--- src/rtl/dump_pkg.sv ---
package dump_pkg;

    localparam int ADDR_W = 32;
    localparam int BYTE_W = 8;

    localparam logic [7:0] CMD_ADDR_READ = 8'hA3;
    localparam logic [7:0] CMD_WIDE      = 8'hF3;
    localparam logic [7:0] CMD_NARROW    = 8'hF4;
    localparam logic [7:0] REPLY_ACK     = 8'hE0;
    localparam logic [7:0] REPLY_NAK     = 8'hFF;
    localparam logic [7:0] REPLY_FILL    = 8'h00;

    typedef enum logic [2:0] {
        ST_IDLE,
        ST_ADDR,
        ST_FETCH,
        ST_CAPT,
        ST_STREAM
    } state_e;

    typedef struct packed {
        logic              known;
        logic              addressed;
        logic [ADDR_W-1:0] base;
    } cmd_info_t;

    // Counter width able to hold the largest length, never below one byte.
    function automatic int count_width(input int unsigned a, input int unsigned b,
                                       input int unsigned c);
        int unsigned m;
        int w;
        m = (a > b) ? a : b;
        m = (m > c) ? m : c;
        w = $clog2(m + 1);
        return (w < BYTE_W) ? BYTE_W : w;
    endfunction

endpackage

--- src/rtl/dump_cmd_decode.sv ---
module dump_cmd_decode
    import dump_pkg::*;
#(
    parameter int unsigned              READ_LEN   = 128,
    parameter int unsigned              BIG_LEN    = 131072,
    parameter int unsigned              SMALL_LEN  = 32768,
    parameter logic [dump_pkg::ADDR_W-1:0] BIG_BASE   = '0,
    parameter logic [dump_pkg::ADDR_W-1:0] SMALL_BASE = 32'hA000_0000,
    parameter int                       CW         = 18
) (
    input  logic [7:0]    cmd,
    output cmd_info_t     info,
    output logic [CW-1:0] len
);

    always_comb begin
        info = '{known: 1'b0, addressed: 1'b0, base: '0};
        len  = '0;
        unique case (cmd)
            CMD_ADDR_READ: begin
                info.known     = 1'b1;
                info.addressed = 1'b1;
                len            = CW'(READ_LEN);
            end
            CMD_WIDE: begin
                info.known = 1'b1;
                info.base  = BIG_BASE;
                len        = CW'(BIG_LEN);
            end
            CMD_NARROW: begin
                info.known = 1'b1;
                info.base  = SMALL_BASE;
                len        = CW'(SMALL_LEN);
            end
            default: ;
        endcase
    end

endmodule

--- src/rtl/dump_addr_ptr.sv ---
module dump_addr_ptr
    import dump_pkg::*;
#(
    parameter int AW    = dump_pkg::ADDR_W,
    parameter int LANES = AW / 8,
    parameter int IW    = (LANES > 1) ? $clog2(LANES) : 1
) (
    input  logic          clk,
    input  logic          rst,
    input  logic          lane_we,
    input  logic [IW-1:0] lane_sel,
    input  logic [7:0]    lane_data,
    input  logic          base_we,
    input  logic [AW-1:0] base_val,
    input  logic          inc,
    output logic [AW-1:0] ptr
);

    logic [AW-1:0] ptr_inc;
    logic [7:0]    lane_q [LANES];

    assign ptr_inc = ptr + AW'(1);

    for (genvar g = 0; g < LANES; g++) begin : g_lane
        always_ff @(posedge clk) begin
            if (rst) begin
                lane_q[g] <= '0;
            end else if (base_we) begin
                lane_q[g] <= base_val[g*8 +: 8];
            end else if (inc) begin
                lane_q[g] <= ptr_inc[g*8 +: 8];
            end else if (lane_we && (lane_sel == IW'(g))) begin
                lane_q[g] <= lane_data;
            end
        end
        assign ptr[g*8 +: 8] = lane_q[g];
    end

endmodule

--- src/rtl/dump_fetch_buf.sv ---
module dump_fetch_buf #(
    parameter int DW = 8
) (
    input  logic          clk,
    input  logic          rst,
    input  logic          capture,
    input  logic [DW-1:0] rdata,
    output logic [DW-1:0] q
);

    always_ff @(posedge clk) begin
        if (rst) begin
            q <= '0;
        end else if (capture) begin
            q <= rdata;
        end
    end

endmodule

--- src/rtl/dump_responder.sv ---
module dump_responder
    import dump_pkg::*;
#(
    parameter int unsigned                 READ_LEN   = 128,
    parameter int unsigned                 BIG_LEN    = 131072,
    parameter int unsigned                 SMALL_LEN  = 32768,
    parameter logic [dump_pkg::ADDR_W-1:0] BIG_BASE   = '0,
    parameter logic [dump_pkg::ADDR_W-1:0] SMALL_BASE = 32'hA000_0000
) (
    input  logic        clk,
    input  logic        rst,
    input  logic        rx_valid,
    input  logic [7:0]  rx_byte,
    output logic [7:0]  tx_byte,
    output logic [31:0] mem_addr,
    output logic        mem_rd,
    input  logic [7:0]  mem_rdata,
    output logic        busy,
    output logic        err
);

    localparam int CW    = count_width(READ_LEN, BIG_LEN, SMALL_LEN);
    localparam int LANES = ADDR_W / BYTE_W;
    localparam int IW    = $clog2(LANES);

    state_e        state;
    cmd_info_t     info;
    logic [CW-1:0] cmd_len;
    logic [CW-1:0] remain;
    logic [IW-1:0] lane_idx;
    logic          addressed;
    logic [7:0]    buf_q;
    logic          count_ok;
    logic          accept_data;

    dump_cmd_decode #(
        .READ_LEN  (READ_LEN),
        .BIG_LEN   (BIG_LEN),
        .SMALL_LEN (SMALL_LEN),
        .BIG_BASE  (BIG_BASE),
        .SMALL_BASE(SMALL_BASE),
        .CW        (CW)
    ) i_decode (
        .cmd (rx_byte),
        .info(info),
        .len (cmd_len)
    );

    // In the addressed read the host count must equal the bytes still owed.
    assign count_ok    = !addressed || (rx_byte == remain[7:0]);
    assign accept_data = (state == ST_STREAM) && rx_valid && count_ok;

    dump_addr_ptr #(
        .AW   (ADDR_W),
        .LANES(LANES),
        .IW   (IW)
    ) i_ptr (
        .clk      (clk),
        .rst      (rst),
        .lane_we  ((state == ST_ADDR) && rx_valid),
        .lane_sel (lane_idx),
        .lane_data(rx_byte),
        .base_we  ((state == ST_IDLE) && rx_valid && info.known && !info.addressed),
        .base_val (info.base),
        .inc      (accept_data),
        .ptr      (mem_addr)
    );

    dump_fetch_buf #(
        .DW(BYTE_W)
    ) i_buf (
        .clk    (clk),
        .rst    (rst),
        .capture(state == ST_CAPT),
        .rdata  (mem_rdata),
        .q      (buf_q)
    );

    assign mem_rd = (state == ST_FETCH);
    assign busy   = (state != ST_IDLE);

    always_ff @(posedge clk) begin
        if (rst) begin
            state     <= ST_IDLE;
            tx_byte   <= REPLY_FILL;
            err       <= 1'b0;
            remain    <= '0;
            lane_idx  <= '0;
            addressed <= 1'b0;
        end else begin
            unique case (state)
                ST_IDLE: begin
                    if (rx_valid) begin
                        if (info.known) begin
                            tx_byte   <= REPLY_ACK;
                            err       <= 1'b0;
                            remain    <= cmd_len;
                            addressed <= info.addressed;
                            lane_idx  <= '0;
                            state     <= info.addressed ? ST_ADDR : ST_FETCH;
                        end else begin
                            tx_byte <= REPLY_NAK;
                        end
                    end
                end
                ST_ADDR: begin
                    if (rx_valid) begin
                        tx_byte  <= REPLY_FILL;
                        lane_idx <= lane_idx + IW'(1);
                        if (lane_idx == IW'(LANES - 1)) begin
                            state <= ST_FETCH;
                        end
                    end
                end
                ST_FETCH: state <= ST_CAPT;
                ST_CAPT:  state <= ST_STREAM;
                ST_STREAM: begin
                    if (rx_valid) begin
                        if (!count_ok) begin
                            tx_byte <= REPLY_NAK;
                            err     <= 1'b1;
                            state   <= ST_IDLE;
                        end else begin
                            tx_byte <= buf_q;
                            remain  <= remain - CW'(1);
                            state   <= (remain == CW'(1)) ? ST_IDLE : ST_FETCH;
                        end
                    end
                end
                default: state <= ST_IDLE;
            endcase
        end
    end

endmodule

--- config.mk ---
export PLATFORM = sky130hd
export DESIGN_NAME = dump_responder
export DESIGN_NICKNAME = d
export VERILOG_FILES = /design/src/rtl/dump_pkg.sv /design/src/rtl/dump_cmd_decode.sv /design/src/rtl/dump_addr_ptr.sv /design/src/rtl/dump_fetch_buf.sv /design/src/rtl/dump_responder.sv
export SDC_FILE = /design/constraint.sdc
export NUM_CORES = 1
export LEC_CHECK = 0
export BUFFER_PORTS_ARGS = -buffer_cell sky130_fd_sc_hd__buf_4
export CORE_ASPECT_RATIO = 1.4
export CORE_MARGIN = 2
export CORE_UTILIZATION = 25
export CTS_CLUSTER_SIZE = 14
export DETAILED_ROUTE_END_ITERATION = 10
export PLACE_DENSITY_LB_ADDON = 0.05
export SETUP_SLACK_MARGIN = 0.2
export SLEW_MARGIN = 10
export SYNTH_ARGS = -nofsm -noshare
export SYNTH_HDL_FRONTEND = slang
export SYNTH_HIERARCHICAL = 1
export SYNTH_SLANG_ARGS = --single-unit
--- constraint.sdc ---
create_clock -name clk -period 3.85 [get_ports clk]
set_input_delay 0.77 -clock clk [delete_from_list [all_inputs] [get_ports clk]]
set_output_delay 0.77 -clock clk [all_outputs]
set_load 0.02 [all_outputs]
# == Word level (Yosys, flattened, before mapping) ==
# Memories as Yosys holds them, arrays and structs flattened.
# Index checks and enable logic that the tools add are counted.
# totals
elab_cells,142
reg_bits,41
latchBits,0
mem_count,1
out_inout_bits,43
inputBits,19
ram_bits,32
rom_bits,0
# classes
div_mod_pow,0
mul,0
n_mux,74
eq_ne,19
reduce_logical,26
add_sub_neg,3
bitwise_logic,12
magnitude_cmp,0
n_shift,0
# memory_table
name,words,word_bits,read_ports,rd_clocked_by_memory_dff,wr,line,source
i_ptr.lane_q,4,8,4,0,4,dump_addr_ptr.sv:20,logic [7:0] lane_q [LANES];
# ops
operator,count
2-to-1 mux 8 bit,16
2-to-1 mux 18 bit,4
case mux 18 bit (3 select lines),1
case mux 18 bit (2 select lines),1
2-to-1 mux 1 bit,35
"adder 32 x 1 -> 32 bit, second input constant",1
2-to-1 mux 32 bit,1
"== test 8 bit, second input constant",3
case mux 8 bit (3 select lines),1
"== test 18 x 1 -> 1 bit, second input constant",1
"subtractor 18 x 1 -> 18 bit, second input constant",1
2-to-1 mux 3 bit,5
case mux 3 bit (5 select lines),1
AND reduction 5 bit,3
2-to-1 mux 2 bit,6
"inequality test 2 bit, second input constant",6
bitwise OR 1 bit,12
logical AND 1 bit,10
== test 8 bit,1
AND reduction 4 bit,2
"== test 3 x 2 -> 1 bit, second input constant",2
nonzero test 3 bit,2
2-to-1 mux 5 bit,1
"== test 2 bit, second input constant",2
14 further kinds,16

# == Depth between registers and ports, before layout ==
# Gate-level depths: netlist of the first run.
# logic_depth
depth_word,11
depth_mapped,11
depth_no_buf,10

# == Cells and area by module ==
# The synthesis of the first run kept the hierarchy.
# by_module_without_submodules
mod,seq_area_each_um2,area_per_inst_um2,cells_each,instances
dump_addr_ptr,960.9,2163.3,213,1
dump_responder,660.6,2070.7,272,1
dump_cmd_decode,0.0,434.2,60,1
dump_fetch_buf,160.2,285.3,26,1

# == Worst setup path before layout of the first run ==
# Ideal clock, no wire load.
# synth_timing
kind,in2reg
from,input port rx_byte[3]
to,"memory i_ptr.lane_q[1][0], enable pin"
path_buffers,0
setup_slack_ps,492
t_arrival_ps,2974
required_time_ps,3466
setup_time_ps,384
path_stages,7
cell_sequence,nand3b_1 > or3_1 > nor3_1 > nor2_1 > nor3_1 > nand3_1 > o21ai_0
# synth_lines
element,line,source
"start, declared",dump_responder.sv:13,"input logic [7:0] rx_byte,"
"end, declared",dump_addr_ptr.sv:20,

==> results of run 1 <==
-- path summary, 6_finish.rpt --
check	slack, ps	end	cells after the start
setup reg to reg	1080	i_ptr/lane_q[2][5]$_SDFFCE_PN0P_	9
hold / removal	450	tx_byte[3]$_SDFFE_PP0P_	2
setup / recovery	780	i_ptr/lane_q[1][0]$_DFFE_PP_	10
hold reg to reg	450	tx_byte[3]$_SDFFE_PP0P_	2
-- critical path: cells and delay by family --
kind	cells	cell delay (ps)
simple gates	7	2060
compound gates	2	270
buf+inv	1	150
-- area by class of cell --
type,instances,area (um2)
inverter,17,63.81
timing repair buffer,77,578.1
fill,2086,13480
clock inverter,7,60.06
multi-input combinational,449,2799
clock buffer,9,225.2
sequential,73,1782
tap,248,310.3
-- per-stage QoR --
stage	std cells	utilization, %
2_1_floorplan	615	-
4_1_cts	880	30.16
5_1_grt	880	30.16
6_report	880	30.16
3_5_place_dp	864	28.68
3_3_place_gp	864	28.68
-- synth_stat cells (4+ instances only) --
cell type and n:
mux2i_1 12, o21ai_0 40, a211oi_1 4, o31ai_1 10
nand4_1 9, o21ai_1 4, a22oi_1 30, xor2_1 22
nor2_1 40, a221oi_1 4, xnor2_1 15, nor4_1 10
o32ai_1 6, ha_1 4, nor3_1 18, o311ai_0 6
nand2_1 41, clkbuf_1 23, nor3b_1 4, buf_4 48
dfxtp_1 41, or3_1 6, a21oi_1 33, edfxtp_1 32
and3_1 5, nand3_1 20, inv_1 17
-- layer usage --
| metal | track usage, % | vias to the layer above |
|---|---|---|
| met5 | 0 | - |
| met4 | 4.048 | 0 |
| met3 | 2.700 | 8 |
| met2 | 27.12 | 73 |
| met1 | 19.22 | 2136 |
| li1 | - | 2154 |
-- sequential cells by signal, summed over array words and instances, names as in the netlist --
signal	count
tx_byte	8
state	3
i_buf/q	8
i_ptr/lane_q	32
remain	18
lane_idx	2
err	1
addressed	1
-- where the power goes --
| part | total (mW) | internal, mW | leakage, nW | switching (mW) |
|---|---|---|---|---|
| sequential | 0.849 | 0.826 | 0.666 | 0.0233 |
| combinational | 0.161 | 0.0607 | 1.37 | 0.100 |
| clock | 0.832 | 0.448 | 0.137 | 0.384 |
-- kinds of logic (layout without fill, tap and decap cells) --
kind of cell               Yosys count  count (layout)  share of synthesized area, %
and+or+nand+nor                    191             191                         21.77
AOI/OAI and AO/OA                  160             160                         21.29
buffers and inverters               93             110                         10.91
DFF                                 73              73                         35.97
xor gates and xnor gates            37              37                         6.542
muxes                               12              12                         2.425
adders and majority gates            4               4                         1.010
other                                1              45                       0.07570
==> results.md, run 1 <==
* Setup violations, final at 0
* RSZ-0062 raised after global routing: false
* GPL Wtd Cong at around 0.74
* Total power at roughly 1.8 mW
* Post-layout min period at about 3100 ps
* Chip Height at between 150 and 200 um
* Status: completed
* Maximum clock frequency at about 330 MHz
* Slew @ Worst Pin at 730.4 ps
* Critical Path Start Type: primary input
* # rows at 60
* Initial DRT Pass Iterations at 5
* Clock Skew at about 6.7 ps
* Antenna-violating nets left at 0
* Worst r2r src: remain[3]$_SDFFE_PP0P_
* Final Cycle Share at 79.64%
* # IOs at between 60 and 70
* Mean post-synth cell area at roughly 8.7 um2
* Final hold violations at 0
* Worst setup startpoint: rx_byte[3]
* Maxcap violations at 0
* Die width at 123.0 um
* Worst-path clk slew at approximately 70 ps
* GR Overflow Total at 0
* Initial antenna violation count at 0
* H-tree depth at 3
* Place WS at approximately 450 ps
* Lkg Pwr at approximately 2.2 nW
* WL met2 at 8090 um
* Post-CTS Setup Bufs at 0
* Async SR Flop Fraction at 0%
* Placed Area at roughly 5500 um2
* Wire length on met1 at roughly 7000 um
* Commonest cells after routing, fill and taps aside: 77 x buf_4, 45 x conb_1, 41 x nand2_1, 41 x dfxtp_1
* Drt wl/cell at 17.81 um
* Worst EP required at around 4000 ps
* Endpoint class of the critical path: flop
* Cells along the critical path: buf_4 -> nand3b_1 -> or3_1 -> nor3_1 -> nor2_1 -> nor3_1 -> nand3_1 -> nor2_1 -> a22oi_1 -> o21ai_0
* Starting Density at approximately 26%
* Wire length on met3 at around 470 um
* Max IR drop VDD at 0.0001544 V
* Most common cell after layout, fill and taps aside: buf_4
* Net count, final at 650
* Largest net degree at the start of global routing at 36
* Num CTS Buffers at 9
* CTS root buffer: clkbuf_16
* HPWL Detailed at about 11,000 um
* Worst setup margin at between 700 and 800 ps
* Cts hold-fix bufs at 0
* Total track usage at approximately 15%
* Initial DRC Count at 298
* CTS tree: yes
* Post-synth top area share at between 10% and 20%
* Power density cells at about 320 nW/um2
* Max Slew Vio Count at 0
* Netlist cell types at 72
* Routed vias/inst at roughly 5
* Vias at about 4,400
* Worst setup path class: in2reg
* Dominant cells by area after synthesis: edfxtp_1 19%, dfxtp_1 17%, buf_4 7.3%, a22oi_1 4.5%, o21ai_0 4.0%
* Post-synth EDFFs at 32
* Rel. slew slack at between 50% and 60%
* Minimum hold slack at 453.9 ps
* Post-Syn Instances at between 500 and 600
* Synthesized area at 4954 um2
* Setup TNS at 0 ps
* Share of layout cells above drive strength 1 at about 18%
* Remaining DRCs at 0
* Diode count at 0
* Die area at ~21,000 um2
* Layout overhead on the synthesized area at 17.45%
* Hold Crit Class: reg2reg
* Vias in the first global route at 4,207
* CP peak stage delay at about 600 ps
* Design area at ~5800 um2
* Worst-Skew Late Latency at between 300 and 400 ps
* Synth Register Bits at 73
* Num Clock Sinks at between 70 and 80
* CTS resizes at 0
* Top cell type by total area after synthesis: edfxtp_1
* Critical Path Fanout Max at 8
* Port bufs at about 60
* Uppermost routed layer: met4
* Arr. time, crit path at ~3300 ps
* Core area at just under 20,000 um2
* Synth Flop Type: dfxtp_1
* Routed WL at 15,670 um
* Clk buf depth at 2
* Seq/Total Area, Yosys at 35.97%
* HP Start: i_buf/q[3]$_SDFFE_PP0P_
* CP max-delay cell: nor2_1
* Global-route wire length before repair at approximately 24,000 um
* Synthesis Warnings at 6
(Power assumes the default switching activity.)
==> inputs of run 2 (changes only) <==
Settings changed: ABC_AREA set to 1.
Clock period 3.85 ns to 2.8 ns, I/O delays scaled along.
==> run 2 against run 1 <==
Net effect:
- design area up 16%
- die area is 13% higher
- critical path depth rose by 7
- routed wire length increased by 18%
- clock power rose by 39%
- clock-buffer cell count grew 1
- first-iteration DRC count down 26%
- critical path type unchanged
==> results.md, run 2 <==
* Cts hold-fix bufs at 0
* Post-layout min period at about 2400 ps
* Synth Register Bits at 73
* # IOs at just over 60
* Synthesis Warnings at 6
* Post-synth top area share at 17.04%
* HPWL Detailed at between 10,000 and 15,000 um
* Mean post-synth cell area at 6.712 um2
* Commonest cells after routing, fill and taps aside: 255 x nand2_1, 106 x nor2_1, 90 x buf_4
* Worst setup path class: in2reg
* Num Clock Sinks at 73
* Net count, final at ~950
* Starting Density at 25.21%
* GPL Wtd Cong at about 0.75
* Share of layout cells above drive strength 1 at approximately a fifth
* Antenna-violating nets left at 0
* Netlist cell types at between 40 and 50
* Clock Skew at between 7 and 8 ps
* WHS Endpoint: i_buf/q[4]$_SDFFE_PP0P_
* Layout overhead on the synthesized area at 19.95%
* Reg2reg end: i_ptr/lane_q[2][5]$_SDFFCE_PN0P_
* Most frequent cells after synthesis: 255 x nand2_1, 107 x nor2_1, 74 x inv_1
* Worst EP required at between 2000 and 3000 ps
* Final hold violations at 0
* Max Slew Vio Count at 0
* Max reg flops at 32
* Worst setup margin at between 400 and 500 ps
* Hold Crit Class: reg2reg
* FF-to-FF setup slack at between 400 and 500 ps
* Post-CTS Setup Bufs at 0
* Largest net degree at the start of global routing at 25
* Max IR drop VDD at about 0.00022 V
* Place WS at ~15 ps
* Async SR Flop Fraction at 0%
* Chip Height at ~180 um
* Endpoint class of the critical path: flop
* H-tree depth at 3
* Status: completed
* Remaining DRCs at 0
* Top reg by flops: i_ptr/lane_q
* Largest regs: i_ptr/lane_q (32), remain (18)
* Core area at about 22,000 um2
* Clk buf depth at 2
* Top cell type by total area after synthesis: edfxtp_1
* Critical Path Fanout Max at 6
* Routed vias/inst at between 4 and 5
* Worst-Skew Late Latency at between 300 and 400 ps
* Maximum clock frequency at about 420 MHz
* Number of fill cells in the layout at 2,554
* Most common cell after layout, fill and taps aside: nand2_1
* Arr. time, crit path at between 2000 and 2500 ps
* HP Start: i_buf/q[4]$_SDFFE_PP0P_
* Vias in the first global route at 5,311
* Maxcap violations at 0
* Post-Syn Instances at between 800 and 900
* Die width at roughly 130 um
* Initial antenna violation count at 0
* Num CTS Buffers at 9
* Dominant cells by area after synthesis: edfxtp_1 17%, nand2_1 17%, dfxtp_1 15%, nor2_1 7.1%, buf_4 6.4%
* Initial DRT Pass Iterations at 4
* Global-route wire length before repair at 29,210 um
* RSZ-0062 raised after global routing: false
* Post-placement cell count at between 1,000 and 1,500
* Drt wl/cell at 15.06 um
* Vias at about 5,200
* Routed WL at between 15,000 and 20,000 um
* Synth Flop Type: dfxtp_1
* Initial DRC Count at 221
* Worst r2r src: remain[0]$_SDFFE_PP0P_
* # rows at 65
* Seq/Total Area, Yosys at around a third
* Count leader, synth: nand2_1
* Diode count at 0
* Fin cells at ~1,200
* Die area at around 24,000 um2
* Power density cells at around 600 nW/um2
* Synthesized area at roughly 5600 um2
* CTS root buffer: clkbuf_16
* Port bufs at 61
* Setup violations, final at 0
* Post-synth EDFFs at 32
* Reg2reg path depth at 15
* Setup TNS at 0 ps
* Critical Path Start Type: primary input
* CTS resizes at 0
* Worst-path clk slew at 60 ps
* CTS tree: yes
* Final Cycle Share at 84.89%
* Lkg Pwr at slightly above 3 nW
* GR Overflow Total at 0
* Total track usage at between 10% and 20%
* Min-Delay Path Depth at 2
==> run 2: changes by cell type after synthesis, moves of 9 or more <==
cell / delta
nor3_1: -16
nand3_1: +44
inv_1: +57
nor4_1: -10
clkbuf_1: -16
o31ai_1: -9
nand2_2: +15
nor2_2: +9
xor2_1: -16
a22oi_1: -29
mux2i_1: -12
nand2_1: +214
nor2_1: +67
==> run 2: routing by layer <==
metal	share of wire, %	GRT usage [%]	vias to the layer above	routed length (um)
li1	-	-	2775	-
met3	2.6	2.387	17	476
met1	40	17.62	2333	7380
met5	0	0	-	0
met2	55	31.60	70	10260
met4	2.1	5.319	0	390
==> run 2: layout make-up <==
| cell class | count | area, um2 | share of cell area [%] |
|---|---|---|---|
| Timing Repair Buffer | 93 | 735.7 | 10.88 |
| Inverter | 84 | 322.8 | 4.773 |
| Tap cell | 301 | 376.6 | 5.569 |
| Multi-Input combinational cell | 662 | 3254 | 48.12 |
| Clock inverter | 6 | 41.29 | 0.6105 |
| Clock buffer | 10 | 250.2 | 3.700 |
| Sequential cell | 73 | 1782 | 26.35 |
==> run 2: worst max-delay path by stage <==
stage | start | end | slack, ps | cells past startpoint
4_1_cts | remain[0]$_SDFFE_PP0P_ | i_ptr/lane_q[2][5]$_SDFFCE_PN0P_ | 330 | 15
6_report | rx_byte[3] | i_ptr/lane_q[2][5]$_SDFFCE_PN0P_ | 420 | 17
5_1_grt | rx_byte[3] | i_ptr/lane_q[2][5]$_SDFFCE_PN0P_ | 220 | 17
3_5_place_dp | rx_byte[3] | i_ptr/lane_q[2][5]$_SDFFCE_PN0P_ | 10 | 17
3_3_place_gp | rx_byte[3] | i_ptr/lane_q[2][5]$_SDFFCE_PN0P_ | 70 | 17
2_1_floorplan | rx_byte[3] | i_ptr/lane_q[0][1]$_DFFE_PP_ | 220 | 15
==> run 2: report_power, final <==
part,switching (mW),total [mW],internal (mW),leakage [nW]
registers,0.160,1.43,1.27,0.666
clock network,0.504,1.16,0.655,0.147
logic,0.945,1.47,0.529,2.22
==> run 2: logic make-up after synthesis <==
logic type | Yosys count | share of synthesized area [%]
other cells | 1 | 0.06651
fa+ha+maj | 4 | 0.8877
buf+inv | 149 | 13.83
xor+xnor | 17 | 2.641
flops | 73 | 31.60
simple gates | 496 | 40.39
compound gates | 100 | 10.59
==> run 2: metrics by stage <==
step	hold slack [ps]	utilization (%)	total power, mW	instance area [um2]
after CTS	474.3	30.22	4.130	6758
after detailed placement	465.0	28.91	2.951	6466
after global placement	459.9	28.91	2.968	6466
final	472.8	30.24	4.061	6763
after floorplan	449.3	-	2.445	5812
after global routing	501.3	30.24	4.369	6763
==> run 2: critical path, stage by stage <==
cell,delay (ps)
buf_4,130
inv_1,60
nand2_1,60
nor2_2,140
nand2_2,80
nand3_2,70
inv_1,80
a211oi_4,230
nand2_1,110
nor2_2,160
nor2_4,70
nand2_2,100
clkinv_1,150
nor2_1,140
nand2_2,120
o21ai_1,140
a21oi_1,60
==> inputs of run 3 (changes only) <==
Clock period 2.8 ns to 2.15 ns, I/O delays scaled along.
==> run 3 against run 2 <==
Net effect:
- via count is 4.3% higher
- design area is 13% higher
- register-to-register slack worse by 290 ps
- core utilization is 4.0 points higher
- cell count is 4.2% higher
- clock power is 42% higher
==> results.md, run 3 (synthesized netlist as in run 2, its figures left out) <==
* CP peak stage delay at about 250 ps
* Total power at between 5 and 6 mW
* Worst-path clk slew at 60 ps
* Cts hold-fix bufs at 0
* CTS root buffer: clkbuf_16
* Global-route wire length before repair at a little over 30,000 um
* Initial DRT Pass Iterations at 5
* Power density cells at 749.6 nW/um2
* Largest regs: i_ptr/lane_q (32), remain (18)
* Core area at around 22,000 um2
* Worst setup margin at 144.5 ps
* Lkg Pwr at 3.458 nW
* Maxcap violations at 0
* Fin cells at around 1,300
* Max reg flops at 32
* Total track usage at 16.86%
* Setup TNS at 0 ps
* Worst setup path class: in2reg
* Final Cycle Share at ~93%
* H-tree depth at 3
* Critical Path Fanout Max at 8
* Most common cell after layout, fill and taps aside: nand2_1
* Routed WL at between 15,000 and 20,000 um
* RSZ-0062 raised after global routing: true
* Num Clock Sinks at 73
* Drt wl/cell at 14.94 um
* Port bufs at between 60 and 70
* Routed vias/inst at approximately 4.2
* Post-placement cell count at approximately 1,200
* Design area at 7660 um2
* Max IR drop VDD at about 0.00029 V
* Antenna-violating nets left at 0
* Vias at 5,419
* Chip Height at around 180 um
* CP max-delay cell: or2_4
* Place WS at -319.3 ps
* Clk buf depth at 2
* Starting Density at roughly a quarter
* Maximum clock frequency at roughly 500 MHz
* HPWL Detailed at 15,000 um
* Remaining DRCs at 0
* Setup violations, final at 0
* Cells along the critical path: buf_12 -> inv_12 -> nand2_4 -> nor2_4 -> nand2_2 -> buf_4 -> inv_1 -> nor2_4 -> nor2_4 -> nand2_4 -> buf_4 -> buf_4 -> or2_4 -> buf_12
* Net count, final at approximately 1,000
* Share of layout cells above drive strength 1 at 30.71%
* # rows at 65
* Worst EP required at between 2000 and 2500 ps
* Worst setup startpoint: rx_byte[2]
* GR Overflow Total at 0
* Hold Crit Class: in2reg
* Worst-Skew Late Latency at about 350 ps
* Max Slew Vio Count at 0
* Die width at 130.9 um
* Minimum hold slack at roughly 360 ps
* CTS tree: yes
* Arr. time, crit path at around 2100 ps
* # IOs at 62
* Num CTS Buffers at 9
* Layout overhead on the synthesized area at 35.86%
* Top reg by flops: i_ptr/lane_q
* Worst r2r src: state[2]$_SDFFE_PP0P_
* Largest net degree at the start of global routing at 25
* Commonest cells after routing, fill and taps aside: 239 x nand2_1, 126 x buf_4, 95 x nor2_1
* Number of fill cells in the layout at ~2,500
* Initial antenna violation count at 0
* Vias in the first global route at 5,459
* Initial DRC Count at 210
* Diode count at 0
* Placed Area at just under 7000 um2
* Die area at around 24,000 um2
* Final hold violations at 0
* Post-layout min period at around 2000 ps
* Post-layout util at between 30% and 40%
* HP Start: mem_rdata[1]
* Critical Path Start Type: primary input
* GPL Wtd Cong at 0.8199
* Endpoint class of the critical path: flop
* Status: completed
* Clock Skew at 7.931 ps
==> run 3: worst paths after layout <==
| path | cells past startpoint | slack, ps | to |
|---|---|---|---|
| max | 14 | 140 | i_ptr/lane_q[3][1]$_DFFE_PP_ |
| min | 5 | 360 | i_buf/q[1]$_SDFFE_PP0P_ |
| max reg2reg | 10 | 170 | i_ptr/lane_q[3][1]$_DFFE_PP_ |
| min reg2reg | 2 | 470 | i_buf/q[4]$_SDFFE_PP0P_ |
==> run 3: power by group <==
part,total (mW),switching (mW),internal [mW]
Clock,1.65,0.658,0.994
Sequential,1.85,0.192,1.65
Combinational,2.24,1.36,0.880
==> run 3: area by class of cell <==
class                      count  area (um2)  area share [%]
timing repair inverter         2       15.01          0.1960
multi-input combinational    662        3528           46.06
sequential                    73        1790           23.37
clock inverter                 4       27.53          0.3594
timing repair buffer         143        1236           16.14
inverter                      84       385.4           5.031
tap                          301       376.6           4.917
clock buffer                  12       300.3           3.920
==> run 3: worst max-delay path: cells and delay by family <==
kind | cells | cell delay, ps
simple gates | 7 | 800
buf+inv | 7 | 880
==> run 3: metal layers <==
| metal | vias to the layer above | GRT usage, % | part of all wire [%] | wire length (um) |
|---|---|---|---|---|
| met5 | - | 0 | 0 | 0 |
| met4 | 0 | 6.553 | 2.8 | 531 |
| met3 | 23 | 1.768 | 2.0 | 387 |
| met2 | 78 | 31.81 | 55 | 10430 |
| met1 | 2423 | 18.94 | 41 | 7783 |
| li1 | 2895 | - | - | - |
==> run 3: timing repair <==
item | in CTS | in global routing
endpoints found under the setup margin | 64 | 74
pin swaps | 7 | 19
cloned | 1 | 2
resized for setup | 33 | 51
setup buffers | 9 | 7
